==> src/rtl/nvm_prot_pkg.sv <==
// Shared types for the flash protection unit.
// Assumes the configuration byte layout given in the brief; the reserved
// bit is kept outside the struct so that every struct field is live logic.
package nvm_prot_pkg;

    // Implemented configuration fields, MSB first (bit 6 removed)
    typedef struct packed {
        logic       mode;     // 1: windows protected, 0: windows open
        logic       hi_dis;   // high window disable
        logic [1:0] hi_size;  // high window size code
        logic       lo_dis;   // low window disable
        logic [1:0] lo_size;  // low window size code
    } prot_cfg_t;

    // Request kinds; bit 1 set means block erase
    typedef enum logic [1:0] {
        CMD_PROGRAM  = 2'b00,
        CMD_SECT_ERS = 2'b01,
        CMD_BLK_ERS  = 2'b10,
        CMD_BLK_ERS2 = 2'b11
    } cmd_kind_t;

    // Configuration forced after an uncorrectable fault on the load
    localparam prot_cfg_t FAULT_CFG = '{mode: 1'b0, hi_dis: 1'b1, hi_size: 2'b11,
                                        lo_dis: 1'b1, lo_size: 2'b11};

endpackage

==> src/rtl/nvm_prot_window.sv <==
// Decides whether one address is protected under a configuration.
// Assumes the high window ends at TOP_ADDR, the low window starts at
// LOW_BASE, and the two windows cannot overlap at any size code.
module nvm_prot_window
    import nvm_prot_pkg::*;
#(
    parameter int          ADDR_W   = 18,
    parameter int unsigned TOP_ADDR = 'h3FFFF,
    parameter int unsigned LOW_BASE = 'h38000,
    parameter int          HI_MIN_W = 11,
    parameter int          LO_MIN_W = 10
) (
    input  prot_cfg_t         cfg,
    input  logic [ADDR_W-1:0] addr,
    output logic              prot
);
    localparam int EW = ADDR_W + 1;

    logic [EW-1:0] hi_len, lo_len, hi_start, lo_end, a_ext;
    logic          in_hi, in_lo;

    // Window bounds from the size codes, then membership and mode
    always_comb begin
        hi_len   = (EW'(1) << HI_MIN_W) << cfg.hi_size;
        lo_len   = (EW'(1) << LO_MIN_W) << cfg.lo_size;
        hi_start = EW'(TOP_ADDR) + EW'(1) - hi_len;
        lo_end   = EW'(LOW_BASE) + lo_len;
        a_ext    = {1'b0, addr};
        in_hi    = !cfg.hi_dis && (a_ext >= hi_start);
        in_lo    = !cfg.lo_dis && (a_ext >= EW'(LOW_BASE)) && (a_ext < lo_end);
        prot     = cfg.mode ? (in_hi | in_lo) : !(in_hi | in_lo);
    end

endmodule

==> src/rtl/nvm_prot_grow_guard.sv <==
// Compares the protected set of the current and a proposed configuration.
// Windows only vary in the region LOW_BASE..TOP_ADDR, in steps no finer
// than 2**GRAN_W bytes, so one sample per granule plus one sample outside
// that region (OUT_ADDR) covers every address of the array.
module nvm_prot_grow_guard
    import nvm_prot_pkg::*;
#(
    parameter int          ADDR_W   = 18,
    parameter int unsigned TOP_ADDR = 'h3FFFF,
    parameter int unsigned LOW_BASE = 'h38000,
    parameter int unsigned OUT_ADDR = 'h20000,
    parameter int          GRAN_W   = 10,
    parameter int          HI_MIN_W = 11,
    parameter int          LO_MIN_W = 10
) (
    input  prot_cfg_t cur_cfg,
    input  prot_cfg_t nxt_cfg,
    output logic      grows_only,
    output logic      cur_any_prot
);
    localparam int NGRAN = int'((TOP_ADDR + 1 - LOW_BASE) >> GRAN_W);
    localparam int NPT   = NGRAN + 1;

    logic [NPT-1:0] cur_map, nxt_map;

    // One pair of window evaluators per sample point
    for (genvar g = 0; g < NPT; g++) begin : g_pt
        localparam int unsigned PT_ADDR =
            (g == NGRAN) ? OUT_ADDR : LOW_BASE + (int'(g) << GRAN_W);

        nvm_prot_window #(
            .ADDR_W(ADDR_W), .TOP_ADDR(TOP_ADDR), .LOW_BASE(LOW_BASE),
            .HI_MIN_W(HI_MIN_W), .LO_MIN_W(LO_MIN_W)
        ) i_cur (
            .cfg (cur_cfg),
            .addr(ADDR_W'(PT_ADDR)),
            .prot(cur_map[g])
        );

        nvm_prot_window #(
            .ADDR_W(ADDR_W), .TOP_ADDR(TOP_ADDR), .LOW_BASE(LOW_BASE),
            .HI_MIN_W(HI_MIN_W), .LO_MIN_W(LO_MIN_W)
        ) i_nxt (
            .cfg (nxt_cfg),
            .addr(ADDR_W'(PT_ADDR)),
            .prot(nxt_map[g])
        );
    end

    // Containment: no point protected now may become unprotected
    always_comb begin
        grows_only   = &(~cur_map | nxt_map);
        cur_any_prot = |cur_map;
    end

endmodule

==> src/rtl/nvm_prot_cmd_check.sv <==
// Decides whether a program or erase request must be refused.
// Assumes cmd_addr lies inside the array and that a sector never straddles
// a window edge, so checking the given address stands for the whole sector.
module nvm_prot_cmd_check
    import nvm_prot_pkg::*;
#(
    parameter int          ADDR_W   = 18,
    parameter int unsigned TOP_ADDR = 'h3FFFF,
    parameter int unsigned LOW_BASE = 'h38000,
    parameter int          HI_MIN_W = 11,
    parameter int          LO_MIN_W = 10
) (
    input  prot_cfg_t         cfg,
    input  cmd_kind_t         kind,
    input  logic [ADDR_W-1:0] addr,
    input  logic              any_prot,
    output logic              deny
);
    logic addr_prot;

    nvm_prot_window #(
        .ADDR_W(ADDR_W), .TOP_ADDR(TOP_ADDR), .LOW_BASE(LOW_BASE),
        .HI_MIN_W(HI_MIN_W), .LO_MIN_W(LO_MIN_W)
    ) i_win (
        .cfg (cfg),
        .addr(addr),
        .prot(addr_prot)
    );

    // Block erase needs the whole array open; the others need one address
    always_comb begin
        unique case (kind)
            CMD_BLK_ERS, CMD_BLK_ERS2: deny = any_prot;
            default:                   deny = addr_prot;
        endcase
    end

endmodule

==> src/rtl/nvm_prot_unit.sv <==
// Flash protection register and request checker (top).
// Holds the protection configuration, loads it during the reset sequence,
// lets software only enlarge the protected set, answers each request one
// cycle later and keeps a sticky violation flag.
// Assumes ARR_BASE lies below LOW_BASE and outside both windows.
module nvm_prot_unit
    import nvm_prot_pkg::*;
#(
    parameter int          ADDR_W   = 18,
    parameter int unsigned ARR_BASE = 'h20000,
    parameter int unsigned LOW_BASE = 'h38000,
    parameter int unsigned TOP_ADDR = 'h3FFFF,
    parameter int          GRAN_W   = 10,
    parameter int          HI_MIN_W = 11,
    parameter int          LO_MIN_W = 10
) (
    input  logic              clk,
    input  logic              rst_n,
    input  logic              load_valid,
    input  logic              load_dbl_fault,
    input  logic [7:0]        load_byte,
    input  logic              reg_wr,
    input  logic [7:0]        reg_wdata,
    input  logic              cmd_valid,
    input  logic [1:0]        cmd_type,
    input  logic [ADDR_W-1:0] cmd_addr,
    input  logic              stat_clr,
    output logic [7:0]        prot_cfg,
    output logic              rsp_valid,
    output logic              rsp_grant,
    output logic              prot_viol
);
    prot_cfg_t cfg_q, wr_cfg, ld_cfg;
    logic      rsv_q;
    logic      grows_only, any_prot, size_ok, wr_accept, cmd_deny;
    logic      wdata_rsv_unused;

    // Split incoming bytes into the implemented fields
    always_comb begin
        wr_cfg           = prot_cfg_t'({reg_wdata[7], reg_wdata[5:0]});
        ld_cfg           = prot_cfg_t'({load_byte[7], load_byte[5:0]});
        wdata_rsv_unused = reg_wdata[6];
    end

    nvm_prot_grow_guard #(
        .ADDR_W(ADDR_W), .TOP_ADDR(TOP_ADDR), .LOW_BASE(LOW_BASE),
        .OUT_ADDR(ARR_BASE), .GRAN_W(GRAN_W),
        .HI_MIN_W(HI_MIN_W), .LO_MIN_W(LO_MIN_W)
    ) i_guard (
        .cur_cfg     (cfg_q),
        .nxt_cfg     (wr_cfg),
        .grows_only  (grows_only),
        .cur_any_prot(any_prot)
    );

    nvm_prot_cmd_check #(
        .ADDR_W(ADDR_W), .TOP_ADDR(TOP_ADDR), .LOW_BASE(LOW_BASE),
        .HI_MIN_W(HI_MIN_W), .LO_MIN_W(LO_MIN_W)
    ) i_cmd (
        .cfg     (cfg_q),
        .kind    (cmd_kind_t'(cmd_type)),
        .addr    (cmd_addr),
        .any_prot(any_prot),
        .deny    (cmd_deny)
    );

    // Write acceptance: size fields frozen while enabled, set may only grow
    always_comb begin
        size_ok = (cfg_q.hi_dis || (wr_cfg.hi_size == cfg_q.hi_size)) &&
                  (cfg_q.lo_dis || (wr_cfg.lo_size == cfg_q.lo_size));
        wr_accept = reg_wr && size_ok && grows_only;
    end

    // Configuration register: reset, load, then accepted software writes
    always_ff @(posedge clk) begin
        if (!rst_n) begin
            cfg_q <= FAULT_CFG;
            rsv_q <= 1'b1;
        end else if (load_valid) begin
            cfg_q <= load_dbl_fault ? FAULT_CFG : ld_cfg;
            rsv_q <= load_dbl_fault ? 1'b1 : load_byte[6];
        end else if (wr_accept) begin
            cfg_q <= wr_cfg;
        end
    end

    // Registered grant/deny answer and sticky violation flag
    always_ff @(posedge clk) begin
        if (!rst_n) begin
            rsp_valid <= 1'b0;
            rsp_grant <= 1'b0;
            prot_viol <= 1'b0;
        end else begin
            rsp_valid <= cmd_valid;
            rsp_grant <= cmd_valid && !cmd_deny;
            prot_viol <= (cmd_valid && cmd_deny) || (prot_viol && !stat_clr);
        end
    end

    assign prot_cfg = {cfg_q.mode, rsv_q, cfg_q.hi_dis, cfg_q.hi_size,
                       cfg_q.lo_dis, cfg_q.lo_size};

    AST_FAULT_LOAD_FULL: assert property (@(posedge clk) disable iff (!rst_n) load_valid && load_dbl_fault |=> prot_cfg == 8'h7F);
    AST_LOAD_OVER_WRITE: assert property (@(posedge clk) disable iff (!rst_n) load_valid && !load_dbl_fault |=> prot_cfg == $past(load_byte));
    AST_HI_SIZE_FROZEN: assert property (@(posedge clk) disable iff (!rst_n) !load_valid && !prot_cfg[5] |=> prot_cfg[4:3] == $past(prot_cfg[4:3]));
    AST_LO_SIZE_FROZEN: assert property (@(posedge clk) disable iff (!rst_n) !load_valid && !prot_cfg[2] |=> prot_cfg[1:0] == $past(prot_cfg[1:0]));
    AST_RSV_KEPT: assert property (@(posedge clk) disable iff (!rst_n) !load_valid |=> prot_cfg[6] == $past(prot_cfg[6]));
    AST_RSP_AFTER_REQ: assert property (@(posedge clk) disable iff (!rst_n) cmd_valid |=> rsp_valid);
    AST_NO_RSP_IDLE: assert property (@(posedge clk) disable iff (!rst_n) !cmd_valid |=> !rsp_valid && !rsp_grant);
    AST_DENY_FLAGGED: assert property (@(posedge clk) disable iff (!rst_n) rsp_valid && !rsp_grant |-> prot_viol);
    AST_VIOL_STICKY: assert property (@(posedge clk) disable iff (!rst_n) prot_viol && !stat_clr |=> prot_viol);

endmodule

==> config.mk <==
export PLATFORM = sky130hd
export DESIGN_NAME = nvm_prot_unit
export DESIGN_NICKNAME = d
export VERILOG_FILES = /design/src/rtl/nvm_prot_pkg.sv /design/src/rtl/nvm_prot_window.sv /design/src/rtl/nvm_prot_grow_guard.sv /design/src/rtl/nvm_prot_cmd_check.sv /design/src/rtl/nvm_prot_unit.sv
export SDC_FILE = /design/constraint.sdc
export NUM_CORES = 1
export LEC_CHECK = 0
export BUFFER_PORTS_ARGS = -buffer_cell sky130_fd_sc_hd__buf_2
export CAP_MARGIN = 20
export CORE_MARGIN = 3
export CORE_UTILIZATION = 40
export CTS_BUF_LIST = sky130_fd_sc_hd__clkbuf_8
export CTS_CLUSTER_DIAMETER = 200
export DETAILED_ROUTE_END_ITERATION = 12
export PLACE_DENSITY_LB_ADDON = 0.08
export SYNTH_ARGS = -nofsm -noshare
export SYNTH_HDL_FRONTEND = slang
export SYNTH_SLANG_ARGS = --single-unit
==> constraint.sdc <==
create_clock -name clk -period 3.9 [get_ports clk]
set_input_delay 0.78 -clock clk [delete_from_list [all_inputs] [get_ports clk]]
set_output_delay 0.78 -clock clk [all_outputs]
set_load 0.05 [all_outputs]
== Word-level counts from Yosys, hierarchy flattened ==
Index checks and enable logic that the tools add are counted.

* Bits in registers: 11
* Latch bits: 0
* Bits in writable memories: 0
* Memory bits (read-only): 0
* Input bits: 43
* Word-level logic and storage cells: 512
* Memories: 0

* Add/subtract/negate cells: 4
* $mul: 0
* Divide/modulo/power cells: 0
* Magnitude comparators: 133
* Equality and inequality tests: 4
* Shift operators: 4
* Muxes and demuxes: 72
* Bitwise operators: 67
* Reductions and logical operators: 219

{| class="wikitable"
|+ Operator list
! operator !! count
|-
| >= comparator 18 x 19 -> 1 bit (first input constant) || 66
|-
| < comparator 18 x 19 -> 1 bit (first input constant) || 64
|-
| logical AND 1 bit || 139
|-
| zero test 1 bit || 73
|-
| 2-to-1 mux 1 bit || 69
|-
| bitwise OR 1 bit || 65
|-
| adder 18 x 19 -> 19 bit (first input constant) || 2
|-
| left shift 11 x 2 -> 19 bit (first input constant) || 2
|-
| left shift 12 x 2 -> 19 bit (first input constant) || 2
|-
| subtractor 19 bit (first input constant) || 2
|-
| NOT 33 bit || 1
|-
| bitwise OR 33 bit || 1
|-
| AND reduction 33 bit || 1
|-
| OR reduction 33 bit || 1
|-
| 2-to-1 mux 7 bit || 3
|-
| >= comparator 18 x 19 -> 1 bit || 1
|-
| < comparator 18 x 19 -> 1 bit || 1
|-
| >= comparator 18 bit (second input constant) || 1
|-
| == test 2 bit || 2
|-
| == test 2 bit (second input constant) || 2
|-
| logical OR 1 bit || 3
|-
| nonzero test 2 bit || 1
|-
| OR reduction 2 bit || 1
|}

== Depth between registers and ports, before layout ==
* Depth in word-level cells: 13
* Mapped depth: 13

== Hierarchy ==
From an unflattened synthesis, not the netlist that was laid out.

* Cells, all modules: 2,866
* Area total of the unflattened synthesis: 22,569.1 µm²

{| class="wikitable"
|+ Modules (own cells, without submodules)
! module !! instances !! cells each !! area each (µm²)
|-
| nvm_prot_window || 67 || 41 || 322.8
|-
| nvm_prot_unit || 1 || 56 || 565.5
|-
| nvm_prot_grow_guard || 1 || 62 || 360.3
|-
| nvm_prot_cmd_check || 1 || 1 || 15.0
|}

== Worst setup path after synthesis ==
No wires, ideal clock.

* Path type: input -> register
* From: input reg_wdata[3]
* To: register cfg_q, in the netlist prot_cfg[7]
* Arrival: 2.887 ns
* Required time: 3.785 ns
* Slack: 0.899 ns
* Cell stages on the path: 12
* Path through: buf_2 > and2_1 > inv_2 > ha_1 > buf_4 > or3_4 > o211ai_2 > xnor2_1 > o32a_1 > nand4_1 > a21o_1 > o21a_1

* Word-level cells in the longest chain between the ends: 11
* Elaborated cells between the ends (all ways): 174

{| class="wikitable"
|+ Ends and longest elaborated chain
! element !! line !! RTL
|-
| start: declaration || nvm_prot_unit.sv:23 || <nowiki>input logic [7:0] reg_wdata,</nowiki>
|-
| left shift 12 x 2 -> 19 bit || nvm_prot_window.sv:24 || <nowiki>hi_len = (EW'(1) << HI_MIN_W) << cfg.hi_size;</nowiki>
|-
| subtractor 19 bit || nvm_prot_window.sv:26 || <nowiki>hi_start = EW'(TOP_ADDR) + EW'(1) - hi_len;</nowiki>
|-
| >= comparator 18 x 19 -> 1 bit || nvm_prot_window.sv:29 || <nowiki>in_hi = !cfg.hi_dis && (a_ext >= hi_start);</nowiki>
|-
| logical AND 1 bit || nvm_prot_window.sv:29 ||
|-
| bitwise OR 1 bit || nvm_prot_window.sv:31 || <nowiki>prot = cfg.mode ? (in_hi | in_lo) : !(in_hi | in_lo);</nowiki>
|-
| zero test 1 bit || nvm_prot_window.sv:31 ||
|-
| 2-to-1 mux 1 bit || nvm_prot_window.sv:31 ||
|-
| bitwise OR 33 bit || nvm_prot_grow_guard.sv:52 || <nowiki>grows_only = &(~cur_map | nxt_map);</nowiki>
|-
| AND reduction 33 bit || nvm_prot_grow_guard.sv:52 ||
|-
| logical AND 1 bit (*) || nvm_prot_unit.sv:71 || <nowiki>wr_accept = reg_wr && size_ok && grows_only;</nowiki>
|-
| nonzero test 2 bit (no line) (*) || n/a ||
|-
| end signal: assignment || nvm_prot_unit.sv:80 || <nowiki>cfg_q <= load_dbl_fault ? FAULT_CFG : ld_cfg;</nowiki>
|-
| end signal: assignment || nvm_prot_unit.sv:83 || <nowiki>cfg_q <= wr_cfg;</nowiki>
|-
| end: declaration || nvm_prot_unit.sv:33 || <nowiki>prot_cfg_t cfg_q, wr_cfg, ld_cfg;</nowiki>
|}

Every way passes the cells marked *; elsewhere a longest branch is shown, timed or not.
A chain may end at the register's enable or synchronous reset.

== Worst setup path in the final report ==
Same ends and word-level chain as after synthesis.

==> impl_metrics.env <==
export IMPL_outcome="complete, no violations"
export IMPL_final_period_minus_worst_setup_slack_ns=3.13
export IMPL_synthToLayoutAreaGrowth_pct=17.4
export IMPL_crit_fanout=10
export IMPL_instances_no_fill=323
export IMPL_antenna_violations_before_repair=0
export IMPL_critical_path_max_stage_delay_ns=0.38
export IMPL_cpLargestDelayFamily="simple AND/OR/NAND/NOR gates"
export IMPL_timing_max_transition_violations_final=0
export IMPL_post_dp_cell_area_um2=1990
export IMPL_worstHoldPathType="register to register"
export IMPL_insertion_delay_ns=0.23
export IMPL_report_final_hold_viol_count=0
export IMPL_drc_errors=0
export IMPL_clock_skew_ns=0.00302
export IMPL_postLayoutCellArea_um2=2040
export IMPL_max_cap_violations=0
export IMPL_ys_top_cells_by_count="sky130_fd_sc_hd__ha_1 (20), sky130_fd_sc_hd__a21oi_1 (17), sky130_fd_sc_hd__nor2_1 (15)"
export IMPL_cts_hold_repair_buffers=0
export IMPL_synth_top_cell_area_share_pct=14.4
export IMPL_antenna_violating_nets_post_route=0
export IMPL_start_util_pct=42.4
export IMPL_detailed_place_hpwl_um=3630
export IMPL_synth_nets=292
export IMPL_synth_async_reset_ratio_pct=0
export IMPL_layout_nets=337
export IMPL_post_synth_top_count_cell="sky130_fd_sc_hd__ha_1"
export IMPL_pwr_density_cell_nw_per_um2=202
export IMPL_max_clock_path_buffers=2
export IMPL_die_h_um=71.8
export IMPL_post_drt_via_cell_ratio=5.59
export IMPL_cts_tree="yes"
export IMPL_placedCellCount=319
export IMPL_total_via_count_in_the_routed_design=1806
export IMPL_rsz_0062_raised_after_global_routing="false"
export IMPL_critical_path_startpoint_type="primary input"
export IMPL_drt_pass1_iter_count=4
export IMPL_timing_reg2reg_setup_slack_ns=1.16
export IMPL_design_die_area_um2=5160
export IMPL_drt_initial_drc_count=91
export IMPL_arrival_ns=3.26
export IMPL_yosys_area_top_type="sky130_fd_sc_hd__ha_1"
export IMPL_achievable_frequency_ghz=0.320
export IMPL_num_io_pins=54
export IMPL_synth_ff_type="sky130_fd_sc_hd__dfxtp_1"
export IMPL_synth_edff_count=0
export IMPL_syn_area_um2=1730
export IMPL_fin_util_pct=49.8
export IMPL_core_rowCount=23
export IMPL_ys_seq_elements=11
export IMPL_critical_path_slowest_cell="sky130_fd_sc_hd__nand4bb_1"
export IMPL_dp_slack_ns=0.506
export IMPL_worst_hold_slack_ns=0.495
export IMPL_h_tree_lvls=1
export IMPL_clock_tree_root_buffer_cell="sky130_fd_sc_hd__clkbuf_8"
export IMPL_fillerInstances=430
export IMPL_grt_pass1_wl_um=7660
export IMPL_antennaDiodeCount=0
export IMPL_gpl_final_weighted_congestion=0.774
export IMPL_fin_setup_tns_ns=0
export IMPL_timing_worst_setup_path_type="primary input to register"
export IMPL_cts_buffers_inserted=3
export IMPL_synth_yosys_seq_area_share_pct=12.7
export IMPL_die_w_um=71.8
export IMPL_syn_instance_count=229
export IMPL_critPathCaptureType="register"
export IMPL_routed_wire_length_per_instance_um=13.9
export IMPL_clkSlewWorstSetupHoldPaths_ns=0.05
export IMPL_synth_distinct_cells=63
export IMPL_drive_gt1_share_pct=24.5
export IMPL_crit_path_cell_trace="buf_2, and2_1, inv_2, ha_1, nand4bb_1, o311ai_1, o211ai_1, a21oi_1, nand4_1, a21o_1, o21a_1"
export IMPL_post_synth_main_area_contributors="sky130_fd_sc_hd__ha_1 (14%), sky130_fd_sc_hd__dfxtp_1 (13%), sky130_fd_sc_hd__a21oi_1 (4.9%)"
export IMPL_setup_violations_final=0
export IMPL_report_power_total_mw=0.411
export IMPL_worstPathBufferInverterCount=2
export IMPL_cts_setup_buffers=0
export IMPL_power_leakage_nw=0.863
export IMPL_post_layout_worst_setup_margin_ns=0.774
export IMPL_port_buffers=51
export IMPL_number_of_global_route_vias_before_repair=1656
export IMPL_data_required_critical_path_ns=4.03
export IMPL_finalWirelength_um=4490
export IMPL_maximum_number_of_pins_on_one_net_before_global_route_repair=17
export IMPL_avgSynthCellArea_um2=7.57
export IMPL_post_cts_resized=0
export IMPL_overflow=0
export IMPL_fp_coreArea_um2=4090
export IMPL_cts_sink_count=11
export IMPL_synth_warning_count=0
export IMPL_vdd_ir_drop_max_uv=194
export IMPL_track_usage_pct=17.9
export IMPL_layout_worst_path_cycle_share_pct=80.1
==> worst reg2reg max path, stage by stage, from the launching register on <==
cell                      delay [ns]
sky130_fd_sc_hd__dfxtp_1        0.43
sky130_fd_sc_hd__or2_1          0.32
sky130_fd_sc_hd__ha_1           0.29
sky130_fd_sc_hd__inv_1          0.04
sky130_fd_sc_hd__ha_1           0.27
sky130_fd_sc_hd__nor4b_1        0.21
sky130_fd_sc_hd__nand3_1        0.11
sky130_fd_sc_hd__nor4_1         0.29
sky130_fd_sc_hd__a41oi_1        0.11
sky130_fd_sc_hd__or3_1          0.38
sky130_fd_sc_hd__nand3_1        0.10
sky130_fd_sc_hd__o21ai_0        0.09
==> cell families after synthesis <==
logic type | count (synthesis) | synth area share [%]
xor gates and xnor gates | 11 | 5.56
buffers and inverters | 25 | 6.78
other | 1 | 0.216
adders and majority gates | 20 | 14.4
DFF | 11 | 12.7
muxes | 1 | 0.577
AOI/OAI and AO/OA | 74 | 30.1
and+or+nand+nor | 86 | 29.7
==> routing by layer <==
metal  share of wire, %  track usage (%)  wire length (um)
met1                 50             26.7              2250
met2                 44             28.7              1990
met3                5.5             1.40               246
met4               0.27             2.51                12
met5                  0                0                 0
==> sequential cells by signal (all words and copies together), names as in the netlist <==
name / count
prot_cfg: 7
prot_viol: 1
rsp_grant: 1
rsp_valid: 1
rsv_q: 1
==> final timing paths <==
kind	start	end	depth (start not counted)
min	prot_viol$_SDFF_PN0_	prot_viol$_SDFF_PN0_	2
max	reg_wdata[3]	prot_cfg[7]$_SDFFE_PN0P_	11
max reg2reg	prot_cfg[4]$_SDFFE_PN1P_	prot_viol$_SDFF_PN0_	11
min reg2reg	prot_viol$_SDFF_PN0_	prot_viol$_SDFF_PN0_	2
==> where the power goes <==
part	switching [mW]	total, mW	internal, mW
logic	0.100	0.174	0.0741
clock network	0.0409	0.110	0.0689
registers	0.00934	0.127	0.118
total	0.150	0.411	0.261
==> layout by cell type (no fill, tap or decap), drive strengths merged, types with 2 or more instances in the layout <==
master / Yosys / routed
o21a: 4 / 4
nand3b: 4 / 4
buf: 10 / 52
and2: 3 / 3
or3: 2 / 2
nor4: 4 / 4
o2111ai: 3 / 3
xnor2: 6 / 6
nor3b: 2 / 2
o21ai: 14 / 14
inv: 13 / 14
xor2: 5 / 5
nor2: 15 / 15
o211ai: 4 / 4
nand4: 3 / 3
dfxtp: 11 / 11
nor3: 4 / 4
clkbuf: 2 / 3
nand3: 6 / 6
o21bai: 2 / 2
nand2b: 9 / 9
a21oi: 17 / 17
ha: 20 / 20
a211oi: 2 / 2
or2: 5 / 5
nor4b: 3 / 3
a21o: 5 / 5
a31oi: 10 / 10
o32a: 2 / 2
nand2: 12 / 12
or3b: 2 / 2
o311ai: 2 / 2
nor2b: 6 / 6
==> cell type report <==
cell class	instances	area (um2)	share of cell area (%)
Sequential cell	11	220	10.8
Tap cell	50	62.6	3.07
Timing Repair Buffer	52	263	12.9
Clock inverter	1	3.75	0.184
Multi-Input combinational cell	193	1400	68.6
Clock buffer	3	41.3	2.03
Inverter	13	48.8	2.40
No activity file was read; power rests on OpenSTA's default activity.
